**config.mk**
```make
export PLATFORM = sky130hd
export DESIGN_NAME = buck_gate_ctl
export DESIGN_NICKNAME = d
export VERILOG_FILES = /design/src/rtl/gdl_pkg.sv /design/src/rtl/gdl_sync.sv /design/src/rtl/gdl_arm_kill.sv /design/src/rtl/gdl_deadtime.sv /design/src/rtl/buck_gate_ctl.sv
export SDC_FILE = /design/constraint.sdc
export NUM_CORES = 1
export LEC_CHECK = 0
export ABC_AREA = 1
export BUFFER_PORTS_ARGS = -buffer_cell sky130_fd_sc_hd__buf_2
export CAP_MARGIN = 20
export CORE_ASPECT_RATIO = 0.9
export CORE_UTILIZATION = 35
export CTS_CLUSTER_DIAMETER = 80
export DETAILED_ROUTE_END_ITERATION = 10
export PLACE_DENSITY = 0.55
export SLEW_MARGIN = 10
export SYNTH_ARGS = -nofsm -noshare
export SYNTH_HDL_FRONTEND = slang
export SYNTH_SLANG_ARGS = --single-unit
```
**constraint.sdc**
```tcl
create_clock -name clk -period 1.3 [get_ports clk]
set_input_delay 0.065 -clock clk [delete_from_list [all_inputs] [get_ports clk]]
set_output_delay 0.065 -clock clk [all_outputs]
set_load 0.01 [all_outputs]
```
**src/rtl/gdl_pkg.sv**
```systemverilog
// Shared constants for the buck gate drive logic.
// Assumes the wait counter is at least as wide as the delay fields.
package gdl_pkg;
    localparam int unsigned DLY_W      = 8;
    localparam int unsigned TMO_CYCLES = 1023;
    localparam int unsigned SYNC_STAGES = 2;
endpackage

```
**src/rtl/gdl_sync.sv**
```systemverilog
// Multi-flop synchronizer for one asynchronous level input.
// Assumes STAGES >= 2; output resets low.
module gdl_sync #(
    parameter int unsigned STAGES = 2
) (
    input  logic clk,
    input  logic rst_n,
    input  logic d_async,
    output logic q_sync
);
    logic [STAGES-1:0] chain_q;

    genvar gi;
    generate
        for (gi = 0; gi < STAGES; gi++) begin : g_stage
            // one stage of the resynchronizing chain
            if (gi == 0) begin : g_first
                always_ff @(posedge clk) begin
                    if (!rst_n) chain_q[gi] <= 1'b0;
                    else        chain_q[gi] <= d_async;
                end
            end else begin : g_next
                always_ff @(posedge clk) begin
                    if (!rst_n) chain_q[gi] <= 1'b0;
                    else        chain_q[gi] <= chain_q[gi-1];
                end
            end
        end
    endgenerate

    assign q_sync = chain_q[STAGES-1];
endmodule

```
**src/rtl/gdl_arm_kill.sv**
```systemverilog
// Tracks the command rising edge, the post-reset arming flag and the
// held high-side kill. Assumes cmd_s is already synchronized.
module gdl_arm_kill (
    input  logic clk,
    input  logic rst_n,
    input  logic cmd_s,
    input  logic kill_in,
    output logic cmd_rise,
    output logic arm_ok,
    output logic kill_ok
);
    logic cmd_prev_q;
    logic armed_q;
    logic kill_q;

    assign cmd_rise = cmd_s & ~cmd_prev_q;
    assign arm_ok   = armed_q | cmd_rise;
    assign kill_ok  = ~kill_in & (~kill_q | cmd_rise);

    // edge detector history, arming flag and kill latch
    always_ff @(posedge clk) begin
        if (!rst_n) begin
            cmd_prev_q <= 1'b0;
            armed_q    <= 1'b0;
            kill_q     <= 1'b0;
        end else begin
            cmd_prev_q <= cmd_s;
            armed_q    <= armed_q | cmd_rise;
            if (kill_in)       kill_q <= 1'b1;
            else if (cmd_rise) kill_q <= 1'b0;
        end
    end

    AST_KILL_LATCHED: assert property (@(posedge clk) disable iff (!rst_n)
        kill_in |=> !kill_ok || cmd_rise);
endmodule

```
**src/rtl/gdl_deadtime.sv**
```systemverilog
// One side of the adaptive dead-time interlock. The gate turns on when it
// is wanted, the opposite gate is off, and either (feedback low and the
// minimum delay elapsed) or the timeout count is reached. Turn-off is
// immediate. Assumes CNT_W >= DLY_W.
module gdl_deadtime #(
    parameter int unsigned DLY_W      = 8,
    parameter int unsigned TMO_CYCLES = 1023,
    localparam int unsigned CNT_W     = $clog2(TMO_CYCLES + 1)
) (
    input  logic             clk,
    input  logic             rst_n,
    input  logic             clr,
    input  logic             want,
    input  logic             opp_on,
    input  logic             opp_fb,
    input  logic [DLY_W-1:0] min_dly,
    output logic             gate_q
);
    localparam logic [CNT_W-1:0] TMO = CNT_W'(TMO_CYCLES);

    logic [CNT_W-1:0] wait_cnt;
    logic             tmo_hit;
    logic             fb_ok;
    logic             may_on;

    assign tmo_hit = (wait_cnt == TMO);
    assign fb_ok   = ~opp_fb & (wait_cnt >= CNT_W'(min_dly));
    assign may_on  = ~opp_on & (fb_ok | tmo_hit);

    // gate state: drop at once, rise only through the interlock
    always_ff @(posedge clk) begin
        if (!rst_n || clr || !want) gate_q <= 1'b0;
        else if (!gate_q)           gate_q <= may_on;
    end

    // wait counter: cycles spent wanting the gate while it is off
    always_ff @(posedge clk) begin
        if (!rst_n || clr || !want || gate_q) wait_cnt <= '0;
        else if (!tmo_hit)                    wait_cnt <= wait_cnt + 1'b1;
    end

    AST_ON_AFTER_OPP_OFF: assert property (@(posedge clk) disable iff (!rst_n)
        $rose(gate_q) |-> $past(!opp_on));
    AST_TIMEOUT_FORCES_ON: assert property (@(posedge clk) disable iff (!rst_n)
        (tmo_hit && want && !gate_q && !opp_on && !clr) |=> gate_q);
endmodule

```
**src/rtl/buck_gate_ctl.sv**
```systemverilog
// Top level of the buck gate drive mode logic: synchronizes the commands,
// selects synchronous (interlocked) or independent (pass-through) drive,
// and applies inhibit and high-side kill at the outputs.
// Assumes indep_mode is static during operation.
module buck_gate_ctl
    import gdl_pkg::*;
(
    input  logic             clk,
    input  logic             rst_n,
    input  logic             indep_mode,
    input  logic             pwm_in,
    input  logic             rect_en_in,
    input  logic             inhibit,
    input  logic             hs_kill,
    input  logic             hs_fb,
    input  logic             ls_fb,
    input  logic [DLY_W-1:0] hs_min_dly,
    input  logic [DLY_W-1:0] ls_min_dly,
    output logic             hs_gate,
    output logic             ls_gate
);
    logic pwm_s, rect_s;
    logic cmd_rise, arm_ok, kill_ok;
    logic want_hs, want_ls, dt_clr;
    logic dt_hs_q, dt_ls_q;
    logic ind_hs_q, ind_ls_q;
    logic hs_sel, ls_sel;

    gdl_sync #(.STAGES(SYNC_STAGES)) u_sync_pwm (
        .clk(clk), .rst_n(rst_n), .d_async(pwm_in), .q_sync(pwm_s));
    gdl_sync #(.STAGES(SYNC_STAGES)) u_sync_rect (
        .clk(clk), .rst_n(rst_n), .d_async(rect_en_in), .q_sync(rect_s));

    gdl_arm_kill u_arm (
        .clk(clk), .rst_n(rst_n), .cmd_s(pwm_s), .kill_in(hs_kill),
        .cmd_rise(cmd_rise), .arm_ok(arm_ok), .kill_ok(kill_ok));

    assign want_hs = arm_ok & pwm_s & kill_ok;
    assign want_ls = arm_ok & ~pwm_s & rect_s;
    assign dt_clr  = inhibit | indep_mode;

    gdl_deadtime #(.DLY_W(DLY_W), .TMO_CYCLES(TMO_CYCLES)) u_dt_hs (
        .clk(clk), .rst_n(rst_n), .clr(dt_clr), .want(want_hs),
        .opp_on(dt_ls_q), .opp_fb(ls_fb), .min_dly(hs_min_dly), .gate_q(dt_hs_q));
    gdl_deadtime #(.DLY_W(DLY_W), .TMO_CYCLES(TMO_CYCLES)) u_dt_ls (
        .clk(clk), .rst_n(rst_n), .clr(dt_clr), .want(want_ls),
        .opp_on(dt_hs_q), .opp_fb(hs_fb), .min_dly(ls_min_dly), .gate_q(dt_ls_q));

    // independent-mode pass-through registers
    always_ff @(posedge clk) begin
        if (!rst_n || inhibit) begin
            ind_hs_q <= 1'b0;
            ind_ls_q <= 1'b0;
        end else begin
            ind_hs_q <= arm_ok & pwm_s & kill_ok;
            ind_ls_q <= arm_ok & rect_s;
        end
    end

    assign hs_sel  = indep_mode ? ind_hs_q : dt_hs_q;
    assign ls_sel  = indep_mode ? ind_ls_q : dt_ls_q;
    assign hs_gate = hs_sel & ~inhibit & ~hs_kill;
    assign ls_gate = ls_sel & ~inhibit;

    AST_NO_SHOOT_THROUGH: assert property (@(posedge clk) disable iff (!rst_n)
        !indep_mode |-> !(hs_gate && ls_gate));
    AST_UNARMED_OFF: assert property (@(posedge clk) disable iff (!rst_n)
        !u_arm.armed_q |-> !hs_sel && !ls_sel);
    AST_KILL_NEXT_OFF: assert property (@(posedge clk) disable iff (!rst_n)
        hs_kill |=> !hs_sel);
    AST_INHIBIT_CLEARS: assert property (@(posedge clk) disable iff (!rst_n)
        inhibit |=> !dt_hs_q && !dt_ls_q && !ind_hs_q && !ind_ls_q);
endmodule

```
Word level (Yosys, flattened, before mapping). Cells that the tools add are included.

Add/sub/neg operators: 2. Magnitude comparators: 2. Eq/ne operators: 2. Muxes and demuxes: 6. Bitwise gates (word level): 28. Reductions and logical operators: 10.

Operator list (count): $add 10x1->10 const B (2); $eq 10x10->1 const B (2); $ge 10x8->1 (2); $and 1x1->1 (14); $not 1->1 (9); $logic_or 1x1->1 (6); $mux 1 (6); $or 1x1->1 (5); $logic_not 1->1 (3); $reduce_bool 2->1 (1).

Flip-flop bits (word level): 31. Bits of input ports: 25. Output and inout bits: 2. Word-level logic and storage cells: 63.

Logic depth before layout (Yosys ltp). Gate-level depths: netlist (run 1).

Depth after elaboration: 8. Depth in mapped cells: 12. Gate-level depth less buffers: 12.

Modules after synthesis. A second synthesis (run 1) with hierarchy kept.

Cells, all modules: 270. Area total of the unflattened synthesis: 1879.3 um2.

By module, submodules not included: gdl_deadtime (u_dt_ls) (times used 1, cells an instance 110, area an instance 775.7 um2, seq. area each 220.2 um2); gdl_deadtime (u_dt_hs) (times used 1, cells an instance 110, area an instance 753.2 um2, seq. area each 220.2 um2); gdl_arm_kill (times used 1, cells an instance 16, area an instance 121.4 um2, seq. area each 60.1 um2); buck_gate_ctl (times used 1, cells an instance 22, area an instance 118.9 um2, seq. area each 40.0 um2); gdl_sync (times used 2, cells an instance 6, area an instance 55.1 um2, seq. area each 40.0 um2).

Least setup slack after synthesis (run 1). No wires, ideal clock.

Path kind: reg2reg. Start point: register u_dt_ls.wait_cnt[0]. End point: register u_dt_ls.wait_cnt[5]. Library setup time: 115 ps. Data arrival time: 1250 ps. Required time: 1185 ps. Setup slack: -65 ps. Cell stages (with the launch flop): 9. Buffers on the path: 0. Clock period less this slack: 1365 ps. Cell sequence: dfxtp_1 -> ha_1 -> nand4_2 -> nor2_2 -> nand2_4 -> nand2_2 -> inv_2 -> a21oi_1 -> nor2_1.

Longest elaborated chain between the ends: 1. Elaborated cells on any way between the ends: 2. Classes of those cells: 1 x add/sub; 1 x eq/ne.

RTL lines: start: declaration (line gdl_deadtime.sv:21) `logic [CNT_W-1:0] wait_cnt;`; start signal: assignment (line gdl_deadtime.sv:39) `else if (!tmo_hit) wait_cnt <= wait_cnt + 1'b1;`; $add 10x1->10 or $eq 10x10->1 (tied branches) (line gdl_deadtime.sv:39, gdl_deadtime.sv:26).

Parallel ways exist; a longest one is shown, timed or not. A chain may end at the register's enable or synchronous reset.

Worst setup path in the final report (run 1).
Start point: register u_dt_hs.wait_cnt[0]. End point: register u_dt_hs.gate_q.

Longest elaborated chain between the ends: 5. Elaborated cells on any way between the ends: 6. Classes of those cells: 1 x order compare; 1 x eq/ne; 1 x mux; 3 x bitwise.

RTL lines: start: declaration (line gdl_deadtime.sv:21); start signal: assignment (line gdl_deadtime.sv:39); $ge 10x8->1 (line gdl_deadtime.sv:27) `assign fb_ok = ~opp_fb & (wait_cnt >= CNT_W'(min_dly));`; $and 1x1->1 (line gdl_deadtime.sv:27); $or 1x1->1 * (line gdl_deadtime.sv:28) `assign may_on = ~opp_on & (fb_ok | tmo_hit);`; $and 1x1->1 * (line gdl_deadtime.sv:28); $mux 1 * (line gdl_deadtime.sv:33) `else if (!gate_q) gate_q <= may_on;`; end signal: assignment (line gdl_deadtime.sv:33); end: declaration (line gdl_deadtime.sv:17) `output logic gate_q`.

Every way passes the cells marked *; elsewhere a longest branch is shown, timed or not.

==> results of run 1 <==
## power by group
part | switching (uW) | internal [uW]
sequential | 4.28 | 950
clock | 383 | 570
combinational | 85.6 | 81.1
## worst max-delay path, delay by kind of cell (launching register included)
family	cells	cell delay, ns
adders and majority gates	1	0.25
and+or+nand+nor	7	0.55
DFF	1	0.37
buffers and inverters	1	0.06
AOI/OAI and AO/OA	1	0.11
## cell usage in the layout (no fill, tap or decap), types with 3 or more instances in the layout
master    instances
a21oi_1          10
a21oi_2          11
buf_2            26
buf_4            33
clkbuf_8          5
dfxtp_1          16
dfxtp_2          10
dfxtp_4           5
ha_1              5
ha_4             13
inv_1            50
inv_2             9
nand2_1          38
nand2_2          14
nand2_4           4
nand3_1           7
nand3_2           6
nand4_1           4
nor2_1           18
nor2_2            6
nor2_4            4
nor3_2            3
o21ai_1           9
o21ai_2           3
## flip-flops by register name, indices dropped and copies added, names as in the netlist
register	cells
u_arm.armed_q	1
u_sync_pwm.q_sync	1
ind_hs_q	1
u_dt_hs.gate_q	1
u_arm.cmd_prev_q	1
u_sync_rect.chain_q	1
u_sync_rect.q_sync	1
u_sync_pwm.chain_q	1
u_dt_hs.wait_cnt	10
u_arm.kill_q	1
u_dt_ls.wait_cnt	10
u_dt_ls.gate_q	1
ind_ls_q	1
## cells by family (layout without fill, tap and decap cells)
logic type	count (synthesis)	after routing
simple gates	109	110
buf+inv	62	134
compound gates	40	40
flops	31	31
fa+ha+maj	18	18
xor+xnor	2	2
## per-layer routing
metal,share of wire (%),global-route usage (%),vias up
li1,-,-,975
met1,49,20.0,811
met2,47,24.5,28
met3,3.1,4.46,5
met4,1.1,7.27,0
met5,0,0,-
## through the flow
step / worst slack [ns] / cells / hold WS (ns) / util [%]
after floorplan: -0.00232 / 262 / 0.158 / -
after global placement: -0.113 / 379 / 0.251 / 46.8
after detailed placement: -0.111 / 379 / 0.252 / 46.8
after CTS: -0.0908 / 390 / 0.0268 / 52.3
after global routing: -0.211 / 400 / 0.0507 / 57.2
final: -0.112 / 400 / 0.0352 / 57.2
## path summary, 6_finish.rpt
check / endpoint / slack [ns] / cells after the start
hold reg to reg: u_sync_pwm.q_sync$_SDFF_PN0_ / 0.41 / 2
setup reg to reg: u_dt_hs.gate_q$_SDFF_PP0_ / -0.11 / 10
hold / removal: u_sync_pwm.q_sync$_SDFF_PN0_ / 0.04 / 3
setup / recovery: u_dt_hs.gate_q$_SDFF_PP0_ / -0.11 / 10
## area by class of cell
class / count / area (sq um)
Clock buffer: 5 / 68.8
Fill cell: 469 / 2130
Sequential cell: 31 / 652
Timing Repair Buffer: 64 / 440
Inverter: 62 / 243
Clock inverter: 3 / 43.8
Multi-Input combinational cell: 170 / 1320
Tap cell: 65 / 81.3
## what timing repair did
item / 4_1_cts / 5_1_grt
hold buffers: 2 / 0
pin swaps: 21 / 25
resized for setup: 32 / 42
setup endpoints to repair: 14 / 23
buffers inserted: 1 / 10
cloned: 0 / 1
hold endpoints to repair: 2 / 0
==> flow_summary.yaml, run 1 <==
run_status:
  status: "finished, violations left"
  failed_checks: "setup timing"
global_route:
  grt_overflow: 0
  grt_pass1_vias: 1686
  grt_pass1_wl_um: 6870
  grtUsageTotal_pct: 15.7
  grt_max_degree: 12
  antenna_found_initial: 0
timing:
  setup_ws_ns: -0.112
  tightest_slew_ns: 0.219
  fin_crit_ns: 1.41
  setup-tns-final_ns: -0.667
  setup_violations: 13
  final_hold_viol_count: 0
  maxSlewViolCount: 0
  fin_crit_sh_pct: 109
  slew_headroom_pct: 85.3
  clock_skew_ns: 0.00587
  rsz0062_at_grt: "true"
  fmaxAchievable_mhz: 708
floorplan:
  dieHeight_um: 71.3
  num_rows: 24
  initial_core_util_pct: 37.5
  die-width_um: 79.0
  pin_count: 27
  die-area_sq_um: 5640
  coreArea_sq_um: 4980
synthesis:
  synthesis.area_sq_um: 1870
  yosysWarnings: 0
  synth_compound_area_share_pct: 12.5
  yosys_most_used_dff: "dfxtp_1"
  postSynthCellCount: 262
  synthTopCellsByArea: "dfxtp_1 (33%), ha_1 (12%), inv_1 (11%), nand2_1 (10%), nor2_1 (4.8%)"
  synth_nets: 305
  async_flop_share_pct: 0
  yosysMostFrequentCell: "inv_1"
  synthAdderAreaFrac_pct: 12.0
  synth_enable_flop_cells: 0
  synthMuxAreaShare_pct: 0
  ys_ff_latch: 31
  seq_area_frac_synth_pct: 33.2
  synth_simple_gate_area_share_pct: 28.5
  postSynthAreaPerCell_sq_um: 7.13
  ys_types: 28
  synth_xor_area_share_pct: 0.937
  synthTopCellsByCount: "inv_1 (54), nand2_1 (51), dfxtp_1 (31)"
  synth_top_family_by_area: "simple AND/OR/NAND/NOR gates"
  yosys.area.top_type: "dfxtp_1"
  synth_top_area_share_pct: 33.2
worst_setup_path:
  worstSetupStartpointType: "flip-flop"
  cp_slowest_stage_delay_ns: 0.37
  r2r_start: "u_dt_hs.wait_cnt[0]$_SDFFE_PP0P_"
  critPathCaptureType: "flip-flop"
  critPathKind: "reg2reg"
  arrival_ns: 1.64
  crit_path_start: "u_dt_hs.wait_cnt[0]$_SDFFE_PP0P_"
  cp_slowest_cell: "dfxtp_2"
  cp_max_fo: 3
  crit_path_cell_trace: "inv_2, ha_4, nand2_2, nor2_2, nand3_1, nand4_1, nand2_1, nand2_2, nand2_1, a21oi_2"
  required_ns: 1.52
clocking:
  clk_path_buf_depth: 2
  cts_max_level: 2
  numCtsBuffers: 5
  root_buffer: "clkbuf_8"
  cts.clk_slew.worst_paths_ns: 0.07
  clock_sinks: 31
  tritoncts: "done"
  clkLatencyLatePin_ns: 0.29
final_layout:
  n_antenna_cell: 0
  nNetsFinal: 377
  drive_gt1_share_pct: 49.0
  final_cell_area_sq_um: 2850
  syn_to_final_growth_pct: 52.5
detailed_routing:
  vias: 1819
  wl_per_cell_um: 10.6
  drcViolationCount: 0
  ant_nets: 0
  drt_wl_total_um: 4250
  drtIter0Drc: 68
  drtPass1Iterations: 4
  via_per_inst: 4.55
place:
  placed_area_sq_um: 2330
  dp_hpwl_um: 2900
  gp_congestion: 0.766
  portBuffers: 26
worst_hold_path:
  hp-start: "rst_n"
  hp-class: "in2reg"
power:
  power_leakage_uw: 0.00136
  peakVddDrop_mv: 0.562
  power_uw: 2070
  p_per_area_nw_per_um2: 728
job:
  maxCapViolations: 0
No activity file was read; power rests on OpenSTA's default activity.
==> run 2: changes to the inputs <==
Settings changed: ABC_CLOCK_PERIOD_IN_PS set to 1300, PLACE_DENSITY 0.55 to 0.53.
==> flow_summary.yaml, run 2 (synthesis gave the netlist of run 1 again) <==
run_status:
  status: "finished, violations left"
  failed_checks: "setup timing"
power:
  power_leakage_uw: 0.00133
  p_per_area_nw_per_um2: 761
  peakVddDrop_mv: 0.594
detailed_routing:
  wl_per_cell_um: 10.7
  vias: 1796
  drcViolationCount: 0
  met1Wirelength_um: 2080
  dr_wl_met2_um: 1870
  ant_nets: 0
  drtIter0Drc: 45
  wl_met3_um: 215
  top_layer_used: "met4"
  drtPass1Iterations: 4
  via_per_inst: 4.55
  drt_wl_total_um: 4230
final_layout:
  reg.largest.list: "u_dt_hs.wait_cnt: 10 flops, u_dt_ls.wait_cnt: 10 flops"
  syn_to_final_growth_pct: 48.5
  seqCellArea_sq_um: 652
  final_cell_area_sq_um: 2780
  final_common_cell: "inv_1"
  fillers: 483
  mostFrequentLayoutCells: "inv_1 (53), nand2_1 (43), buf_4 (30)"
  nNetsFinal: 372
  drive_gt1_share_pct: 43.3
  n_antenna_cell: 0
  multi_input_area_sq_um: 1280
worst_setup_path:
  critPathCaptureType: "flip-flop"
  worstSetupStartpointType: "flip-flop"
  arrival_ns: 1.59
  cp_max_fo: 3
  required_ns: 1.52
  critPathKind: "reg2reg"
clocking:
  clk_path_buf_depth: 2
  root_buffer: "clkbuf_8"
  cts.clk_slew.worst_paths_ns: 0.07
  tritoncts: "done"
  numCtsBuffers: 5
  clock_sinks: 31
  clkLatencyLatePin_ns: 0.29
  cts_max_level: 2
timing:
  setup_ws_ns: -0.0664
  slew_headroom_pct: 81.7
  rsz0062_at_grt: "true"
  setup-tns-final_ns: -0.233
  fin_crit_sh_pct: 105
  tightest_slew_ns: 0.274
  fmaxAchievable_mhz: 732
  final_hold_viol_count: 0
  setup_violations: 12
  fin_crit_ns: 1.37
  clock_skew_ns: 0.00571
  maxSlewViolCount: 0
floorplan:
  initial_core_util_pct: 37.5
  die-area_sq_um: 5640
  num_rows: 24
  pin_count: 27
  dieHeight_um: 71.3
  coreArea_sq_um: 4980
  die-width_um: 79.0
global_route:
  grtUsageTotal_pct: 14.9
  grt_pass1_vias: 1537
  grt_max_degree: 11
  grt_pass1_wl_um: 6520
  grt_overflow: 0
  antenna_found_initial: 0
worst_hold_path:
  hp-class: "in2reg"
place:
  gp_congestion: 0.755
  placed_area_sq_um: 2300
  portBuffers: 26
  place_ws_ns: -0.120
  dp_hpwl_um: 2950
job:
  maxCapViolations: 0
## run 2: metrics by stage
step,cells,util (%),hold slack [ns],power (uW)
floorplan,262,-,0.158,1060
global placement,377,46.2,0.250,1110
detailed placement,377,46.2,0.253,1110
CTS,392,51.4,0.0161,2130
global route,395,55.7,0.0411,2210
finish,395,55.7,0.0202,2110
## run 2: final cells by class
type | instances | share of cell area [%]
multi-input combinational | 169 | 46.2
sequential | 31 | 23.5
timing repair buffer | 60 | 14.3
inverter | 62 | 8.79
clock buffer | 6 | 2.97
tap | 65 | 2.93
clock inverter | 2 | 1.26
## run 2: metal layers
metal / vias to the layer above / track usage [%]
met5: - / 0
met4: 0 / 6.67
met3: 8 / 3.44
met2: 36 / 22.4
met1: 787 / 20.2
li1: 965 / -
## run 2: path summary, 6_finish.rpt
kind,depth (start not counted),endpoint,from,slack (ns)
max,9,u_dt_hs.gate_q$_SDFF_PP0_,u_dt_hs.wait_cnt[5]$_SDFFE_PP0P_,-0.07
min reg2reg,2,u_sync_pwm.q_sync$_SDFF_PN0_,u_sync_pwm.chain_q[0]$_SDFF_PN0_,0.41
max reg2reg,9,u_dt_hs.gate_q$_SDFF_PP0_,u_dt_hs.wait_cnt[5]$_SDFFE_PP0P_,-0.07
min,3,u_arm.kill_q$_SDFFE_PN0P_,hs_kill,0.02
## run 2: what timing repair did
action	in CTS	in global routing
setup buffers	5	3
pin swaps	14	15
gates resized for setup	22	37
hold buffers	2	0
hold endpoints to repair	2	0
setup endpoints to repair	17	22
## run 2: critical path, stage by stage (launching register included)
cell	delay, ns
dfxtp_4	0.36
ha_4	0.29
nand2_4	0.06
nor2_2	0.10
nand3_2	0.07
nand4_1	0.12
nand2_1	0.06
nand2_1	0.06
nand2_1	0.07
a21oi_2	0.12
## run 2: power breakdown
group	total, uW	switching (uW)	internal, uW
sequential	953	4.90	948
combinational	169	88.4	81.0
clock	989	369	620
==> run 3: changes to the inputs <==
Settings changed: ABC_AREA 1 to 0, BUFFER_PORTS_ARGS -buffer_cell sky130_fd_sc_hd__buf_2 to -buffer_cell sky130_fd_sc_hd__buf_4, PLACE_DENSITY 0.53 to 0.54.
==> flow_summary.yaml, run 3 <==
run_status:
  failed_checks: "setup timing"
  status: "finished, violations left"
place:
  placed_area_sq_um: 2450
  gp_congestion: 0.783
  place_ws_ns: -0.372
  portBuffers: 26
  dp_hpwl_um: 3160
synthesis:
  async_flop_share_pct: 0
  ys_ff_latch: 31
  synth_enable_flop_cells: 0
  seq_area_frac_synth_pct: 35.7
  synthesis.area_sq_um: 1740
  ys_types: 37
  synthTopCellsByCount: "dfxtp_1 (31), inv_1 (25), nor2_1 (20)"
  yosysMostFrequentCell: "dfxtp_1"
  synth_top_area_share_pct: 35.7
  yosys.area.top_type: "dfxtp_1"
  yosysWarnings: 0
  yosys_most_used_dff: "dfxtp_1"
  postSynthCellCount: 204
  synthTopCellsByArea: "dfxtp_1 (36%), ha_1 (13%), inv_1 (5.4%), nor2_1 (4.3%), a21oi_1 (4.0%)"
  synth_nets: 247
  postSynthAreaPerCell_sq_um: 8.53
detailed_routing:
  drt_wl_total_um: 4560
  drtIter0Drc: 59
  drcViolationCount: 0
  ant_nets: 0
  drtPass1Iterations: 4
  via_per_inst: 4.92
  vias: 1723
  wl_per_cell_um: 13.0
clocking:
  clock_sinks: 31
  numCtsBuffers: 5
  clk_path_buf_depth: 2
  root_buffer: "clkbuf_8"
  tritoncts: "done"
  clkLatencyLatePin_ns: 0.28
  cts_max_level: 2
  cts.clk_slew.worst_paths_ns: 0.07
final_layout:
  reg.largest.list: "u_dt_hs.wait_cnt: 10 flops, u_dt_ls.wait_cnt: 10 flops"
  n_antenna_cell: 0
  nNetsFinal: 330
  final_cell_area_sq_um: 2960
  final_common_cell: "buf_4"
  mostFrequentLayoutCells: "buf_4 (66), inv_1 (23), dfxtp_1 (18)"
  syn_to_final_growth_pct: 70.1
  drive_gt1_share_pct: 53.1
worst_setup_path:
  required_ns: 1.47
  arrival_ns: 1.77
  cp_max_fo: 2
  critPathCaptureType: "flip-flop"
  critPathKind: "reg2reg"
  cp_slowest_stage_delay_ns: 0.40
  crit_path_cell_trace: "inv_2, ha_4, nand2b_4, a21o_1, a2111o_1, o221a_2"
  cp_slowest_cell: "a2111o_1"
  cp_top_family: "compound AO/OA/AOI/OAI gates"
  crit_buf_inv: 1
  worstSetupStartpointType: "flip-flop"
floorplan:
  num_rows: 23
  die-area_sq_um: 5260
  dieHeight_um: 68.9
  initial_core_util_pct: 37.8
  pin_count: 27
  die-width_um: 76.3
  coreArea_sq_um: 4600
timing:
  setup_violations: 22
  slew_headroom_pct: 71.8
  setup-tns-final_ns: -4.01
  tightest_slew_ns: 0.422
  maxSlewViolCount: 0
  final_hold_viol_count: 0
  fin_crit_ns: 1.60
  fin_crit_sh_pct: 123
  clock_skew_ns: 0.00764
  rsz0062_at_grt: "true"
  whs_ns: 0.0826
  fmaxAchievable_mhz: 626
  setup_ws_ns: -0.298
power:
  power_leakage_uw: 0.00123
  power_uw: 1970
  swShare_pct: 21.6
  p_per_area_nw_per_um2: 665
  seqPwrFrac_pct: 49.0
  clkPwrFrac_pct: 42.3
  power_switching_uw: 425
  p_int_uw: 1540
  peakVddDrop_mv: 0.534
  p_comb_share_pct: 8.7
global_route:
  antenna_found_initial: 0
  grtUsageTotal_pct: 18.4
  grt_pass1_vias: 1663
  grt_overflow: 0
  grt_pass1_wl_um: 7510
  grt_max_degree: 10
job:
  maxCapViolations: 0
worst_hold_path:
  hp-class: "in2reg"
[run 3: changes by cell type in the layout (fill, tap and decap cells not counted), moves of 8 or more]
cell | previous run | this run
inv_1 | 53 | 23
a21oi_1 | 15 | 7
buf_4 | 30 | 66
nand2_1 | 43 | 8
buf_2 | 26 | 0
[run 3: metrics by stage]
stage	util (%)	std cells
5_1_grt	64.2	350
3_3_place_gp	53.3	335
3_5_place_dp	53.3	335
4_1_cts	59.8	347
6_report	64.2	350
2_1_floorplan	-	204
[run 3: tightest hold or removal path: cells and delay by family]
| family | cells | cell delay [ns] |
|---|---|---|
| AOI/OAI and AO/OA | 1 | 0.07 |
| buffers and inverters | 1 | 0.09 |
| and+or+nand+nor | 2 | 0.09 |
[run 3: worst paths after layout]
kind	startpoint	to	slack, ns	cells after the start
max reg2reg	u_dt_ls.wait_cnt[0]$_SDFFE_PP0P_	u_dt_ls.gate_q$_SDFF_PP0_	-0.30	6
min	ls_fb	u_dt_hs.gate_q$_SDFF_PP0_	0.08	4
max	u_dt_ls.wait_cnt[0]$_SDFFE_PP0P_	u_dt_ls.gate_q$_SDFF_PP0_	-0.30	6
min reg2reg	u_sync_pwm.chain_q[0]$_SDFF_PN0_	u_sync_pwm.q_sync$_SDFF_PN0_	0.43	1
[run 3: cell families after synthesis]
kind of cell             synth area share [%]
AO/OA/AOI/OAI                            14.7
XOR/XNOR                                 3.02
adder cells (fa/ha/maj)                  12.9
buffers and inverters                    6.33
flip-flops                               35.7
multiplexers                             3.45
AND/OR/NAND/NOR                          23.8
[run 3: metal layers]
metal	up-vias	routed length (um)	global-route usage [%]
met5	-	0	0
met4	0	39	6.73
met3	4	188	4.34
met2	34	2080	29.7
met1	796	2260	24.4
li1	889	-	-
[run 3: cell type report]
| cell class | instances | area [sq um] |
|---|---|---|
| Inverter | 25 | 93.8 |
| Tap cell | 62 | 77.6 |
| Clock buffer | 8 | 100 |
| Sequential cell | 31 | 642 |
| Fill cell | 375 | 1650 |
| Timing Repair Buffer | 78 | 652 |
| Multi-Input combinational cell | 146 | 1390 |
[run 3: repair_timing]
item                       CTS  global route
gates cloned                 2             0
resized for setup           33            37
hold endpoints to repair     2             0
setup endpoints to repair   22            22
pin swaps                    9             7
buffers inserted             1             3
hold buffers                 2             0
[run 3: power by group through the flow]
stage	Clock, uW	Combinational [uW]	Sequential [uW]
finish	833	170	964
CTS	863	161	962
global route	898	189	964
global placement	0	144	985
floorplan	0	51.6	985
detailed placement	0	146	986
